**config.mk**
```make
export PLATFORM = sky130hd
export DESIGN_NAME = act_window_limiter
export DESIGN_NICKNAME = d
export VERILOG_FILES = /design/src/rtl/act_window_limiter.sv
export SDC_FILE = /design/constraint.sdc
export NUM_CORES = 1
export LEC_CHECK = 0
export BUFFER_PORTS_ARGS = -buffer_cell sky130_fd_sc_hd__clkbuf_2
export CELL_PAD_IN_SITES_DETAIL_PLACEMENT = 0
export CELL_PAD_IN_SITES_GLOBAL_PLACEMENT = 1
export CORE_MARGIN = 3
export CORE_UTILIZATION = 54
export DETAILED_ROUTE_END_ITERATION = 10
export PLACE_DENSITY = 0.95
export SLEW_MARGIN = 20
export SYNTH_ARGS = -nofsm -noshare
export SYNTH_HDL_FRONTEND = slang
export SYNTH_SLANG_ARGS = --single-unit
```
**constraint.sdc**
```tcl
create_clock -name clk -period 8.4 [get_ports clk]
set_input_delay 2.52 -clock clk [delete_from_list [all_inputs] [get_ports clk]]
set_output_delay 2.52 -clock clk [all_outputs]
set_load 0.05 [all_outputs]
```
**src/rtl/act_window_limiter.sv**
```systemverilog
module act_window_limiter #(
  parameter int WIN_W    = 8,
  parameter int MAX_ACTS = 4,
  parameter int BUS_BUSY = 2
) (
  input  logic             clk,
  input  logic             rst_n,
  input  logic             act_req,
  input  logic [WIN_W-1:0] win_len,
  output logic             act_ok,
  output logic [2:0]       act_count
);
  localparam int TS_W       = WIN_W + 1;
  localparam int PTR_W      = (MAX_ACTS > 1) ? $clog2(MAX_ACTS) : 1;
  localparam int FREE_LIMIT = MAX_ACTS * BUS_BUSY;

  logic [TS_W-1:0]     now_q;
  logic [TS_W-1:0]     ts_q [MAX_ACTS];
  logic [MAX_ACTS-1:0] vld_q;
  logic [MAX_ACTS-1:0] live;
  logic [PTR_W-1:0]    wr_ptr_q;
  logic                bypass, issue;

  genvar g;
  generate
    for (g = 0; g < MAX_ACTS; g++) begin : g_slot
      logic [TS_W-1:0] age;
      assign age     = now_q - ts_q[g];
      assign live[g] = vld_q[g] && (age < {1'b0, win_len});
    end
  endgenerate

  always_comb begin
    act_count = '0;
    for (int i = 0; i < MAX_ACTS; i++) act_count = act_count + {2'b00, live[i]};
  end

  assign bypass = (win_len <= WIN_W'(FREE_LIMIT));
  assign act_ok = bypass || (act_count < 3'(MAX_ACTS));
  assign issue  = act_req && act_ok;

  always_ff @(posedge clk or negedge rst_n) begin
    if (!rst_n) begin
      now_q    <= '0;
      vld_q    <= '0;
      wr_ptr_q <= '0;
      for (int i = 0; i < MAX_ACTS; i++) ts_q[i] <= '0;
    end else begin
      now_q <= now_q + 1'b1;
      vld_q <= live;
      if (issue) begin
        ts_q[wr_ptr_q]  <= now_q;
        vld_q[wr_ptr_q] <= 1'b1;
        wr_ptr_q        <= (wr_ptr_q == PTR_W'(MAX_ACTS - 1)) ? '0 : wr_ptr_q + 1'b1;
      end
    end
  end


  off_empty_chk: assert property (@(posedge clk) disable iff (!rst_n)
    (win_len == '0) |-> (act_count == 3'd0 && act_ok));


  unit_step_chk: assert property (@(posedge clk) disable iff (!rst_n)
    $stable(win_len) |-> ({1'b0, act_count} <= {1'b0, $past(act_count)} + 4'd1) &&
                         ({1'b0, act_count} + 4'd1 >= {1'b0, $past(act_count)}));


  blocked_no_grow_chk: assert property (@(posedge clk) disable iff (!rst_n)
    (act_req && !act_ok) |=> (act_count <= $past(act_count)) || !$stable(win_len));


  issue_seen_chk: assert property (@(posedge clk) disable iff (!rst_n)
    (act_req && act_ok && win_len > WIN_W'(1)) |=> (act_count != 3'd0) || !$stable(win_len));
endmodule

```
Yosys cells after proc, flatten, opt, wreduce, memory -nomap -nowiden
Index checks and enable logic that the tools add are counted.
- input bits: 11
- output and inout port bits: 4
- logic and storage cells: 44
- register bits: 51
- add/sub/neg operators: 9
- eq/ne operators: 1
- reduce and logical (&&, ||, !) cells: 8
- $lt $le $gt $ge: 10
- bitwise logic cells: 2
- muxes and demuxes: 7
- operators with widths (operator ; number):
    $bwmux 36 ; 1
    $lt 9x8->1 ; 4
    $sub 9x9->9 ; 4
    $demux 9 s2 ; 1
    $add 9x1->9 const B ; 1
    $mux 9 ; 1
    $le 8x4->1 const B ; 1
    $logic_and 1x1->1 ; 7
    $mux 4 ; 1
    $or 4x4->4 ; 1
    $add 2x1->3 ; 1
    $add 3x1->3 ; 1
    $ge 3x3->1 const B ; 1
    $lt 2x3->1 const B ; 1
    $lt 3x1->1 const B ; 1
    $lt 3x3->1 const B ; 1
    $not 2->3 ; 1
    $add 1x1->2 ; 1
    $add 2x1->2 const B ; 1
    $demux 1 s2 ; 1
    $eq 2x2->1 const B ; 1
    $ge 2x1->1 const B ; 1
    $mux 2 ; 1
    $logic_or 1x1->1 ; 1
    $mux 1 ; 1

Longest topological paths before layout
Gate-level depths: netlist (run 1).
- depth after elaboration: 10
- gate-level depth with buffers: 21

Worst setup path before layout (run 1)
No wires, ideal clock.
- path type: in2out
- from: input port win_len[2]
- to: output port act_ok
- path slack: 0.907 ns
- data arrival time: 4.973 ns
- stages on the path: 11
- path buffers: 0
- cells stage by stage: inv_1 > ha_1 > a21o_1 > a31oi_1 > o21ai_0 > a41oi_1 > and3_1 > fa_1 > ha_1 > ha_1 > o21ai_2
- longest elaborated chain between the ends: 7
- RTL lines (item ; line ; text):
    start: declaration ; 9 ; input logic [WIN_W-1:0] win_len,
    $lt 9x8->1 ; 29 ; assign live[g] = vld_q[g] && (age < {1'b0, win_len});
    $logic_and 1x1->1 ; 29 ;
    $add 1x1->2 ; 35 ; for (int i = 0; i < MAX_ACTS; i++) act_count = act_count + {2'b00, live[i]};
    $add 2x1->3 ; 35 ;
    $add 3x1->3 (*) ; 35 ;
    via act_count[2] ; 11 ; output logic [2:0] act_count
    $lt 3x3->1 (*) ; 39 ; assign act_ok = bypass || (act_count < 3'(MAX_ACTS));
    $logic_or 1x1->1 (*) ; 39 ;
    end: declaration ; 10 ; output logic act_ok,
The timed path passes the listed nets; every way through them passes the cells marked *.

Final worst setup path (run 1)
- from: input port win_len[2]
- to: output port act_ok
- longest elaborated chain between the ends: 7
- RTL lines (item ; line):
    $lt 9x8->1 ; 29
    $logic_and 1x1->1 ; 29
    $add 1x1->2 ; 35
    $add 2x1->3 ; 35
    $add 3x1->3 ; 35
    $lt 3x3->1 ; 39
    $logic_or 1x1->1 (*) ; 39
Every way passes the cells marked *; elsewhere a longest branch is shown, timed or not.

==> impl_metrics.json, run 1 <==
{
  "r2r-start": "now_q[1]",
  "yosys_register_bits": 51,
  "drive_gt1_share_pct": 14.3,
  "nets": 517,
  "vias": 3043,
  "multiInputGateArea_sq_um": 2840,
  "holdPathStages": 1,
  "gp_congestion": 0.848,
  "path_clk_slew_ns": 0.10,
  "setup_viol": 0,
  "clkLatencyLatePin_ns": 0.32,
  "antenna_found_initial": 0,
  "grt_pass1_wl_mm": 15.2,
  "clock_skew_ns": 0.0146,
  "hpwl_mm": 6.86,
  "ys_top_cells_by_area": "dfrtp_1 (30%), ha_1 (19%), mux2_4 (11%)",
  "slew_viol_final": 0,
  "synth.distinct_cells": 42,
  "fmax_mhz": 130,
  "period_share_pct": 91.6,
  "core_area_sq_um": 7490,
  "postLayoutCoreUtil_pct": 61.1,
  "synth_seq_area_share_pct": 29.6,
  "die_x_microns": 95.3,
  "ys_warn_count": 0,
  "r2r_cells": 19,
  "grt_pass1_vias": 3190,
  "tritoncts": "yes",
  "die_area_sq_um": 9090,
  "diodes": 0,
  "numCtsBuffers": 5,
  "drtIter0Drc": 78,
  "cts_hold_buf": 0,
  "initial_core_util_pct": 57.6,
  "cellPowerDensity_nw_per_um2": 296,
  "routed_wl_mm": 8.94,
  "tightestPinTransition_ns": 0.664,
  "wl_per_cell_microns": 16.7,
  "min_period_ns": 7.70,
  "syn_nets": 498,
  "seq_area_sq_um": 1280,
  "tns_ns": 0,
  "critPathLaunch": "win_len[2]",
  "overflow": 0,
  "htreeDepth": 2,
  "post_cts_buffers": 0,
  "final_hold_viol_count": 0,
  "area.growth.synth_to_final_pct": 6.07,
  "synth_area_sq_um": 4310,
  "synthCells": 415,
  "cts.path.max_buffers": 2,
  "vdd_drop_max_mv": 0.136,
  "portBuffers": 14,
  "antenna_left": 0,
  "grt_max_degree": 52,
  "nFillCells": 630,
  "yosys.area.top_type": "dfrtp_1",
  "die_h_microns": 95.3,
  "postSynthAreaPerCell_sq_um": 10.4,
  "grtUsageTotal_pct": 21.5,
  "hp-start": "ts_q[15]",
  "cts.sinks": 51,
  "slew_headroom_pct": 55.7,
  "critical_path_class": "in2out",
  "yosysTopAreaCellShare_pct": 29.6,
  "hp-class": "reg2reg",
  "crit_arrival_ns": 5.18,
  "p_leak_nw": 2.38,
  "end_kind": "primary output",
  "critical_path.max_fanout": 4,
  "startpoint_type": "primary input",
  "outcome": "completed",
  "cts_resized": 0,
  "boundaryPins": 15,
  "worstPathRequired_ns": 5.88,
  "rsz0062_at_grt": "no",
  "viasPerCell": 5.70,
  "firstDrtPassIters": 4,
  "drv_cap": 0,
  "drc": 0,
  "placementRows": 31,
  "cts-root-buf": "clkbuf_8"
}
==> worst max-delay path: stages <==
cell and delay [ns]:
clkbuf_2 0.09, inv_1 0.09, ha_1 0.33, a21o_1 0.18, a31oi_1 0.13, o21ai_0 0.13, a41oi_1 0.28, and3_1 0.22
fa_1 0.40, ha_1 0.21, ha_1 0.21, o21ai_2 0.08, clkbuf_2 0.30
==> power by group <==
group          total [W]  switching (W)  internal [W]
logic           0.000852       0.000445      0.000407
registers       0.000351      0.0000397      0.000311
clock network   0.000151      0.0000910     0.0000602
total            0.00135       0.000576      0.000778
==> per-layer routing <==
layer	part of all wire [%]	global-route usage, %
met2	49	35.4
met5	0	0
met1	47	29.0
met4	2.0	6.97
met3	1.9	3.24
==> worst paths after layout <==
kind,slack (ns),end
worst max-delay path,0.70,act_ok
worst min register to register,0.52,ts_q[15]
max in group asynchronous,5.64,ts_q[8]
min in group asynchronous,2.29,ts_q[18]
worst max register to register,3.27,ts_q[32]
worst min-delay path,0.52,ts_q[15]
==> cell type report <==
type / instances / share of cell area (%)
repair buffers: 15 / 1.70
clock buffers: 6 / 1.59
flip-flops and latches: 51 / 27.9
inverters: 45 / 3.69
multi-input cells: 316 / 62.0
well taps: 99 / 2.71
clock inverters: 2 / 0.356
==> layout by cell type (no fill, tap or decap), types with 5 or more instances in the layout <==
master / n
nor3_1: 6
clkbuf_2: 14
and3_1: 10
a21o_1: 10
inv_1: 45
nor2_1: 25
nor2b_1: 14
nand2_1: 17
nand3_1: 5
fa_1: 5
ha_1: 67
o21a_1: 12
clkbuf_8: 5
mux2_4: 32
dfrtp_1: 51
xnor2_1: 27
a21oi_1: 11
o21ai_0: 21
==> cell families after synthesis <==
logic type | count (synthesis) | share of synthesized area, %
DFF | 51 | 29.6
buffers and inverters | 48 | 4.59
xor gates and xnor gates | 31 | 6.30
and+or+nand+nor | 93 | 12.3
muxes | 36 | 12.1
adders and majority gates | 72 | 21.8
AOI/OAI and AO/OA | 84 | 13.4
==> state kept, by name, indices dropped and copies added, names as in the netlist <==
signal,flops
now_q,9
ts_q,36
vld_q,4
wr_ptr_q,2
==> synth_stat cells <==
library cell and number:
a211o_1 2, a21boi_0 2, a21o_1 10, a21oi_1 11, a221oi_1 1, a31oi_1 2, a32o_1 2, a41oi_1 4
and2_4 1, and3_1 10, buf_12 1, buf_2 1, clkbuf_1 1, dfrtp_1 51, fa_1 5, ha_1 67
inv_1 45, mux2_4 32, mux2i_1 4, nand2_1 17, nand2_8 4, nand2b_1 4, nand3_1 5, nand4_1 2
nor2_1 25, nor2b_1 14, nor3_1 6, o2111ai_1 2, o211ai_1 1, o21a_1 12, o21ai_0 21, o21ai_2 1
o22ai_1 2, o311ai_0 2, o31a_1 4, o31a_2 1, o31ai_1 2, o41ai_1 2, or4_1 4, or4_4 1
xnor2_1 27, xor2_1 4
==> stage by stage <==
| step | worst slack, ns | power, W | area [sq um] | cells | hold slack, ns |
|---|---|---|---|---|---|
| global route | 0.529 | 0.00148 | 4570 | 534 | 0.535 |
| floorplan | 0.907 | 0.00104 | 4310 | 415 | 0.481 |
| CTS | 0.707 | 0.00136 | 4570 | 534 | 0.522 |
| detailed placement | 0.702 | 0.00121 | 4480 | 526 | 0.493 |
| finish | 0.705 | 0.00135 | 4570 | 534 | 0.517 |
| global placement | 0.774 | 0.00117 | 4480 | 526 | 0.492 |
No activity file was read; power rests on OpenSTA's default activity.
==> run 2: changes to the inputs <==
--- a/config.mk
+++ b/config.mk
@@ -5,11 +5,12 @@
 export SDC_FILE = /design/constraint.sdc
 export NUM_CORES = 1
 export LEC_CHECK = 0
+export ABC_AREA = 1
 export BUFFER_PORTS_ARGS = -buffer_cell sky130_fd_sc_hd__clkbuf_2
 export CELL_PAD_IN_SITES_DETAIL_PLACEMENT = 0
 export CELL_PAD_IN_SITES_GLOBAL_PLACEMENT = 1
 export CORE_MARGIN = 3
-export CORE_UTILIZATION = 54
+export CORE_UTILIZATION = 51
 export DETAILED_ROUTE_END_ITERATION = 10
 export PLACE_DENSITY = 0.95
 export SLEW_MARGIN = 20
==> run 2 against run 1 <==
Worst setup slack gained 0.15 ns. Final cell count grew 21%. Largest power group unchanged. Sequential power grew 2%. Clock power grew 23%. Combinational power grew 5.0%.
==> impl_metrics.json, run 2 <==
{
  "startpoint_type": "primary input",
  "antenna_left": 0,
  "postSynthAreaPerCell_sq_um": 8.04,
  "portBuffers": 14,
  "firstDrtPassIters": 4,
  "placementRows": 32,
  "hp-class": "reg2reg",
  "cellPowerDensity_nw_per_um2": 319,
  "antenna_found_initial": 0,
  "vias": 3297,
  "drv_cap": 0,
  "final_hold_viol_count": 0,
  "synthAdderAreaFrac_pct": 22.1,
  "grtUsageTotal_pct": 20.2,
  "drive_gt1_share_pct": 6.96,
  "rrSetupSlack_ns": 3.70,
  "initial_core_util_pct": 53.7,
  "grt_pass1_vias": 3249,
  "viasPerCell": 5.09,
  "crit_top_cell": "nand2_1",
  "wl_met2_mm": 4.24,
  "dr.max_layer_used": "met4",
  "area.growth.synth_to_final_pct": 6.06,
  "grt_max_degree": 52,
  "vdd_drop_max_mv": 0.164,
  "regMostFlops": "ts_q",
  "synth-simple-area-share_pct": 16.8,
  "min_to": "ts_q[6]",
  "nets": 628,
  "rsz0062_at_grt": "no",
  "diodes": 0,
  "final_cell_mix": "nand2_1 (118), inv_1 (103), ha_1 (67), dfrtp_1 (51), a21oi_1 (35)",
  "wl_per_cell_microns": 14.2,
  "synth_compound_area_share_pct": 13.0,
  "setup_viol": 0,
  "core_area_sq_um": 7930,
  "drc": 0,
  "cts.path.max_buffers": 2,
  "htreeDepth": 2,
  "postLayoutCoreUtil_pct": 56.9,
  "timing.rr.end": "ts_q[34]",
  "yosysTopAreaCellShare_pct": 30.0,
  "r2r_cells": 24,
  "critical_path_class": "in2out",
  "overflow": 0,
  "clkLatencyLatePin_ns": 0.32,
  "tritoncts": "yes",
  "tightestPinTransition_ns": 0.657,
  "r2r-start": "now_q[1]",
  "yosys.cell_count.top_type": "nand2_1",
  "async_flop_share_pct": 100,
  "clock_skew_ns": 0.0112,
  "cpPeakStageDelay_ns": 0.39,
  "largest_reg_flops": 36,
  "synth_seq_area_share_pct": 30.0,
  "synth_top_family_by_area": "adder cells",
  "path_clk_slew_ns": 0.09,
  "slew_headroom_pct": 56.2,
  "routed_wl_mm": 9.17,
  "fin_cells": 648,
  "cts_hold_buf": 0,
  "hpwl_mm": 7.40,
  "synth_ff_type": "dfrtp_1",
  "hp-start": "ts_q[6]",
  "ys_top_cells_by_count": "nand2_1 (118), inv_1 (103), ha_1 (67)",
  "holdPathStages": 2,
  "tns_ns": 0,
  "die_h_microns": 97.3,
  "synth.distinct_cells": 28,
  "dp_slack_ns": 0.833,
  "gp_congestion": 0.886,
  "synth_area_sq_um": 4260,
  "numCtsBuffers": 5,
  "syn_nets": 612,
  "synthCells": 529,
  "outcome": "completed",
  "worstPathCellList": "clkbuf_2 -> inv_1 -> ha_1 -> nand2_1 -> nand2_1 -> a21oi_1 -> nand2_1 -> nand2_1 -> nand2_1 -> nand2_1 -> nand2_1 -> nand2_1 -> nand3_1 -> inv_1 -> fa_1 -> ha_1 -> ha_1 -> o21ai_2 -> clkbuf_2",
  "crit_arrival_ns": 5.03,
  "synth_xor_area_share_pct": 7.20,
  "synth.area.mux_share_pct": 0,
  "reg_top3": "ts_q: 36 flops, now_q: 9 flops, vld_q: 4 flops",
  "min_period_ns": 7.55,
  "path_delay_family": "adder cells",
  "p_leak_nw": 2.46,
  "cts_resized": 0,
  "cts.sinks": 51,
  "critical_path_buf_inv_count": 4,
  "final_common_cell": "nand2_1",
  "yosys_register_bits": 51,
  "boundaryPins": 15,
  "period_share_pct": 89.8,
  "post_cts_buffers": 0,
  "cts-root-buf": "clkbuf_8",
  "worstPathRequired_ns": 5.88,
  "dp.cells": 640,
  "crit_path_top_delay_cell": "fa_1",
  "power_w": 0.00144,
  "wl_met1_mm": 4.49,
  "grt_pass1_wl_mm": 15.7,
  "ys_top_cells_by_area": "dfrtp_1 (30%), ha_1 (20%), nand2_1 (10%)",
  "die_x_microns": 97.3,
  "ys_warn_count": 0,
  "die_area_sq_um": 9480,
  "end_kind": "primary output",
  "drtIter0Drc": 119,
  "yosys.area.top_type": "dfrtp_1",
  "slew_viol_final": 0,
  "met3_length_microns": 338,
  "fmax_mhz": 133,
  "critical_path.max_fanout": 5,
  "setup_slack_ns": 0.853,
  "synth_edf_count": 0
}
## run 2: worst max-delay path by stage
stage,startpoint,endpoint,slack [ns],cells past startpoint
floorplan,win_len[4],act_ok,0.98,17
global placement,win_len[3],act_ok,0.90,19
detailed placement,win_len[3],act_ok,0.83,19
CTS,win_len[3],act_ok,0.83,19
global route,win_len[3],act_ok,0.66,19
finish,win_len[3],act_ok,0.85,19
## run 2: logic make-up (layout without fill, tap and decap cells)
logic type      Yosys count  count (layout)
simple gates            160             160
buf+inv                 112             129
compound gates           99              99
fa+ha+maj                72              72
flops                    51              51
xor+xnor                 35              35
## run 2: worst register-to-register path: stages (launching register included)
cell,delay [ns]
dfrtp_1,0.53
inv_1,0.29
fa_1,0.51
o21ai_0,0.42
xor2_1,0.13
ha_1,0.34
nand3_1,0.09
nor2_1,0.12
nor2_1,0.05
nand2_1,0.06
nand2_1,0.04
nand2_1,0.05
nand2_1,0.04
nand2_1,0.05
nand2_1,0.04
nand2_1,0.08
inv_1,0.06
fa_1,0.45
ha_1,0.22
ha_1,0.22
o21ai_2,0.11
and2_4,0.34
nand2_8,0.17
nand2_1,0.10
o21ai_1,0.07
## run 2: layout make-up
class                   count  area (sq um)
clock buffers               6          82.6
clock inverters             2          38.8
fillers                   762          3410
inverters                 106           398
multi-input cells         366          2510
flip-flops and latches     51          1280
well taps                 102           128
repair buffers             15          77.6
## run 2: report_power, final
part           total, W  switching (W)  leakage (nW)  internal, W
sequential     0.000357      0.0000431         0.652     0.000314
clock          0.000185      0.0000873        0.0618    0.0000981
combinational  0.000895       0.000548          1.75     0.000347
total           0.00144       0.000678          2.46     0.000760
## run 2: layer usage
layer  vias up  GRT usage [%]
met5         -              0
met4         0           4.47
met3         8           2.30
met2        40           33.0
met1      1537           29.0
li1       1712              -
## run 2: metrics by stage
stage,area (sq um),hold WS [ns]
5_1_grt,4510,0.525
4_1_cts,4510,0.503
6_report,4510,0.497
3_5_place_dp,4390,0.479
2_1_floorplan,4260,0.455
3_3_place_gp,4390,0.468
